$ cat config.mk
export PLATFORM = sky130hd
export DESIGN_NAME = fault_lock_reg
export DESIGN_NICKNAME = d
export VERILOG_FILES = /design/src/rtl/fault_lock_pkg.sv /design/src/rtl/set_once_bits.sv /design/src/rtl/w1c_flag.sv /design/src/rtl/break_gate.sv /design/src/rtl/fault_lock_reg.sv
export SDC_FILE = /design/constraint.sdc
export NUM_CORES = 1
export LEC_CHECK = 0
export CAP_MARGIN = 25
export CORE_AREA = 2 2 39 41
export CTS_BUF_LIST = sky130_fd_sc_hd__clkbuf_4
export DETAILED_ROUTE_END_ITERATION = 10
export DIE_AREA = 0 0 41 43
export HOLD_SLACK_MARGIN = 0.15
export PLACE_DENSITY = 0.74
export SYNTH_ARGS = -nofsm -noshare
export SYNTH_HDL_FRONTEND = slang
export SYNTH_SLANG_ARGS = --single-unit
$ cat constraint.sdc
create_clock -name clk_i -period 1.9 [get_ports clk_i]
set_clock_uncertainty 0.2 [all_clocks]
set_input_delay 0.475 -clock clk_i [delete_from_list [all_inputs] [get_ports clk_i]]
set_output_delay 0.475 -clock clk_i [all_outputs]
set_load 0.1 [all_outputs]
$ cat src/rtl/fault_lock_pkg.sv
package fault_lock_pkg;
  localparam int unsigned REG_W    = 16;
  localparam int unsigned NUM_SRC  = 3;
  // bit positions decoded by software and by neighbours
  localparam int unsigned LOCKUP_BIT = 0;
  localparam int unsigned PARITY_BIT = 1;
  localparam int unsigned VOLT_BIT   = 2;
  localparam int unsigned BYP_BIT    = 4;
  localparam int unsigned FLAG_BIT   = 8;
  localparam logic [REG_W-1:0] USED_MASK =
    REG_W'((1 << FLAG_BIT) | (1 << BYP_BIT) | ((1 << NUM_SRC) - 1));
  localparam logic [REG_W-1:0] RSVD_MASK = ~USED_MASK;
endpackage

$ cat src/rtl/set_once_bits.sv
module set_once_bits #(
  parameter int unsigned W = 4
) (
  input  logic         clk_i,
  input  logic         rst_ni,
  input  logic [W-1:0] set_i,
  output logic [W-1:0] q_o
);
  for (genvar i = 0; i < W; i++) begin : g_bit
    always_ff @(posedge clk_i or negedge rst_ni) begin
      if (!rst_ni)       q_o[i] <= 1'b0;
      else if (set_i[i]) q_o[i] <= 1'b1;
    end
  end
endmodule

$ cat src/rtl/w1c_flag.sv
module w1c_flag (
  input  logic clk_i,
  input  logic rst_ni,
  input  logic hw_set_i,
  input  logic sw_clr_i,
  output logic q_o
);
  // hardware set outranks software clear
  always_ff @(posedge clk_i or negedge rst_ni) begin
    if (!rst_ni)        q_o <= 1'b0;
    else if (hw_set_i)  q_o <= 1'b1;
    else if (sw_clr_i)  q_o <= 1'b0;
  end
endmodule

$ cat src/rtl/break_gate.sv
module break_gate #(
  parameter int unsigned N = 3
) (
  input  logic [N-1:0] src_i,
  input  logic [N-1:0] en_i,
  output logic         brk_o
);
  logic [N-1:0] gated;
  for (genvar i = 0; i < N; i++) begin : g_src
    assign gated[i] = src_i[i] & en_i[i];
  end
  assign brk_o = |gated;
endmodule

$ cat src/rtl/fault_lock_reg.sv
module fault_lock_reg
  import fault_lock_pkg::*;
(
  input  logic             clk_i,
  input  logic             rst_ni,
  input  logic             wr_en_i,
  input  logic [REG_W-1:0] wr_data_i,
  output logic [REG_W-1:0] rd_data_o,
  input  logic             parity_err_i,
  input  logic             volt_evt_i,
  input  logic             lockup_i,
  output logic             brk_o,
  output logic             volt_lock_o,
  output logic             addr_bypass_o
);
  localparam int unsigned SO_W = NUM_SRC + 1;  // enables plus bypass

  logic [SO_W-1:0]    so_set, so_q;
  logic [NUM_SRC-1:0] src, en;
  logic               flag_q;

  assign so_set[NUM_SRC-1:0] = {NUM_SRC{wr_en_i}} & wr_data_i[NUM_SRC-1:0];
  assign so_set[NUM_SRC]     = wr_en_i & wr_data_i[BYP_BIT];

  set_once_bits #(.W(SO_W)) u_locks (
    .clk_i (clk_i),
    .rst_ni(rst_ni),
    .set_i (so_set),
    .q_o   (so_q)
  );

  w1c_flag u_flag (
    .clk_i   (clk_i),
    .rst_ni  (rst_ni),
    .hw_set_i(parity_err_i),
    .sw_clr_i(wr_en_i & wr_data_i[FLAG_BIT]),
    .q_o     (flag_q)
  );

  assign en = so_q[NUM_SRC-1:0];
  always_comb begin
    src             = '0;
    src[LOCKUP_BIT] = lockup_i;
    src[PARITY_BIT] = parity_err_i;
    src[VOLT_BIT]   = volt_evt_i;
  end

  break_gate #(.N(NUM_SRC)) u_brk (
    .src_i(src),
    .en_i (en),
    .brk_o(brk_o)
  );

  always_comb begin
    rd_data_o                   = '0;
    rd_data_o[NUM_SRC-1:0]      = en;
    rd_data_o[BYP_BIT]          = so_q[NUM_SRC];
    rd_data_o[FLAG_BIT]         = flag_q;
  end

  assign volt_lock_o   = en[VOLT_BIT];
  assign addr_bypass_o = so_q[NUM_SRC];
endmodule

==> impl_results.md, run 1 <==
- Status: complete, but fails checks
- Failing checks: setup timing
- Period utilisation layout: 100.5%
- CTS tree: done
- R2R Setup Slk: between 900 and 1000 ps
- DR DRC count: 0
- Clock period minus worst slack: around 1900 ps
- Initial antenna violation count: 0
- Gpl congestion: around 0.45
- Post-synthesis adder-cell area fraction: 0%
- CP Cell Sequence: a222oi_1 -> inv_2 -> buf_12
- First-pass GRT wire length: 855 µm
- Final Max Tran Viols: 0
- Peak supply drop: 0.2123 mV
- Starting density of the core: between 20% and 30%
- # clock sinks: 5
- Detailed placement HPWL: 501.6 µm
- Mux share of post-synthesis cell area: 0%
- Commonest cells after routing, fill and taps aside: 11 x conb_1, 8 x buf_12, 7 x clkdlybuf4s50_1
- Layout area overhead: 89.18%
- Share of cells above drive strength 1: a little over two fifths
- CTS H-tree lvls: 1
- # IOs: 41
- Clock Pin Slew Worst Setup and Hold Paths: ~40 ps
- Filler cell count: approximately 140
- Fmax achieved: 0.5234 GHz
- CP max-delay cell: dfrtp_2
- Port Buffer Count: 18
- Final Worst Setup Slack: -10.42 ps
- Number of global-route vias before repair: 219
- #FFs+latches synth: 5
- Global route overflow: 0
- Crit path buffers/inverters: 2
- Hold Path Class: input pin to asynchronous set/reset pin
- Static Leak: between 0.2 and 0.3 nW
- Unrepaired setup endpoints after global routing: yes
- Antenna-violating nets left: 0
- Util after Layout: 39.51%
- Inserted Clock Buffers: 3
- Main combinational cell family by area after synthesis: buffers and inverters
- PwrDens: 707.9 nW/µm²
- Sequential area share after synthesis: 43.29%
- Nets@finish: 71
- Hold Vio Cnt, Final: 0
- Ant. Diodes: 0
- Critical R2R Launch: u_locks.q_o[0]
- Worst Path Arrival: 1240 ps
- Yosys warns: 0
- Synth cell types: 7
- First-iteration detailed-routing DRC count: 3
- Die height: approximately 43 µm
- Worst setup startpoint: u_locks.q_o[0]
- Setup crit end kind: primary output
- Total track usage: slightly above 8%
- WL/cell: ~9.3 µm
- Cells after Synth: 28
- Max_cap viols: 0
- Largest fanout on the critical path: 2
- Compound-Gate Fraction of Synth Area: between 10% and 20%
- Final setup violating endpoints: 1
- Largest net degree at the start of global routing: 6
- DRT Pass-1 Iters: 4
- Mapped Area: between 200 and 300 µm²
- Xor and xnor fraction of the mapped netlist area: 0%
- Worst slack, placed: -287.2 ps
- Core Rows: 14
- Avg Vias per Cell: around 3.8
- Clock Latency Late Sink: 230 ps
- Required time of the critical path: about 1200 ps
- Commonest non-fill, non-tap cell in the layout: conb_1
- Core Box Area: about 1400 µm²
- Die area: 1763 µm²
- Vias post-DR: ~240
- RR Endpoint: u_locks.q_o[0]
- Mean area per synthesized cell: 10.32 µm²
- CTS root buffer: clkbuf_4
- Crit path max-delay family: flip-flops
- Crit Path Class: flip-flop to primary output
- Total Routed Length: ~590 µm
- Worst Setup Start Kind: flip-flop
- Die extent in x: slightly above 40 µm
- Clk buf depth: 2
- R2r worst-path depth: 2
- CP max stage delay: about 390 ps
- Simple-gate area share of the yosys netlist: 1.299%
-- through the flow --
step | hold slack, ps | TNS [ps] | power (mW) | instance area (µm²) | std cells
6_report | 256.2 | -10.42 | 0.3871 | 546.8 | 64
5_1_grt | 256.6 | -91.95 | 0.4118 | 546.8 | 64
4_1_cts | 249.1 | -28.52 | 0.3943 | 546.8 | 64
3_5_place_dp | 310.6 | -287.2 | 0.2596 | 506.7 | 58
3_3_place_gp | 298.6 | -274.7 | 0.2592 | 506.7 | 58
2_1_floorplan | -20.59 | -61.49 | 0.2441 | 331.6 | 38
-- synth_stat cells --
library cell,count,share of area (%)
a21o_1,5,13
a222oi_1,1,3.5
buf_4,14,36
conb_1,1,1.3
dfrtp_1,5,43
inv_1,1,1.3
nand2_1,1,1.3
-- flip-flops by register name, summed over array words and instances, names as in the netlist --
name         cells
u_flag.q_o       1
u_locks.q_o      4
-- worst reg2reg max path, cell delays in order (launching register included) --
cell and delay (ps):
dfrtp_2 390, buf_4 140, a21o_1 150
-- timing repair --
| item | CTS | global route |
|---|---|---|
| setup buffers | 2 | 0 |
| endpoints found under the setup margin | 1 | 1 |
| gates cloned | 0 | 0 |
| hold buffers | 0 | 0 |
| resized for setup | 7 | 0 |
| pin swaps | 1 | 0 |
-- logic make-up (layout without fill, tap and decap cells) --
logic type	count (synthesis)	after routing
AOI/OAI and AO/OA	6	6
buffers and inverters	15	25
DFF	5	5
other	1	11
and+or+nand+nor	1	1
-- where the power goes --
group          leakage (nW)  switching [mW]  internal, mW
sequential           0.0438         0.00142         0.108
combinational         0.189           0.120        0.0263
clock                0.0184          0.0378        0.0932
total                 0.251           0.159         0.228
-- metal layers --
layer / global-route usage, % / vias to the layer above / wire [µm]
met5: 0 / - / 0
met4: 10.00 / 0 / 12
met3: 3.665 / 2 / 106
met2: 13.44 / 23 / 317
met1: 5.212 / 112 / 156
li1: - / 106 / -
-- worst max path at each step --
stage	to	slack, ps	cells past startpoint
detailed placement	brk_o	-290	4
floorplan	brk_o	-60	2
finish	brk_o	-10	3
global route	brk_o	-90	3
global placement	brk_o	-270	4
CTS	brk_o	-30	3
-- final cells by class --
cell class              instances  area, µm²  area share [%]
repair buffers                 20      270.3           49.43
well taps                      16      20.02           3.661
multi-input cells              18      92.59           16.93
clock buffers                   4      30.03           5.492
inverters                       1      3.754          0.6865
flip-flops and latches          5      130.1           23.80
Power figures use the tool's default switching activity.
==> run 2: changes to the inputs <==
HOLD_SLACK_MARGIN = 0.02   (was 0.15)
==> results of run 2 <==
The final DEF is identical to that of run 1; final timing and power are the same.
==> run 3: changes to the inputs <==
CTS_CLUSTER_DIAMETER = 80   (was unset)
==> results of run 3 <==
The final DEF is identical to that of run 1; final timing and power are the same.
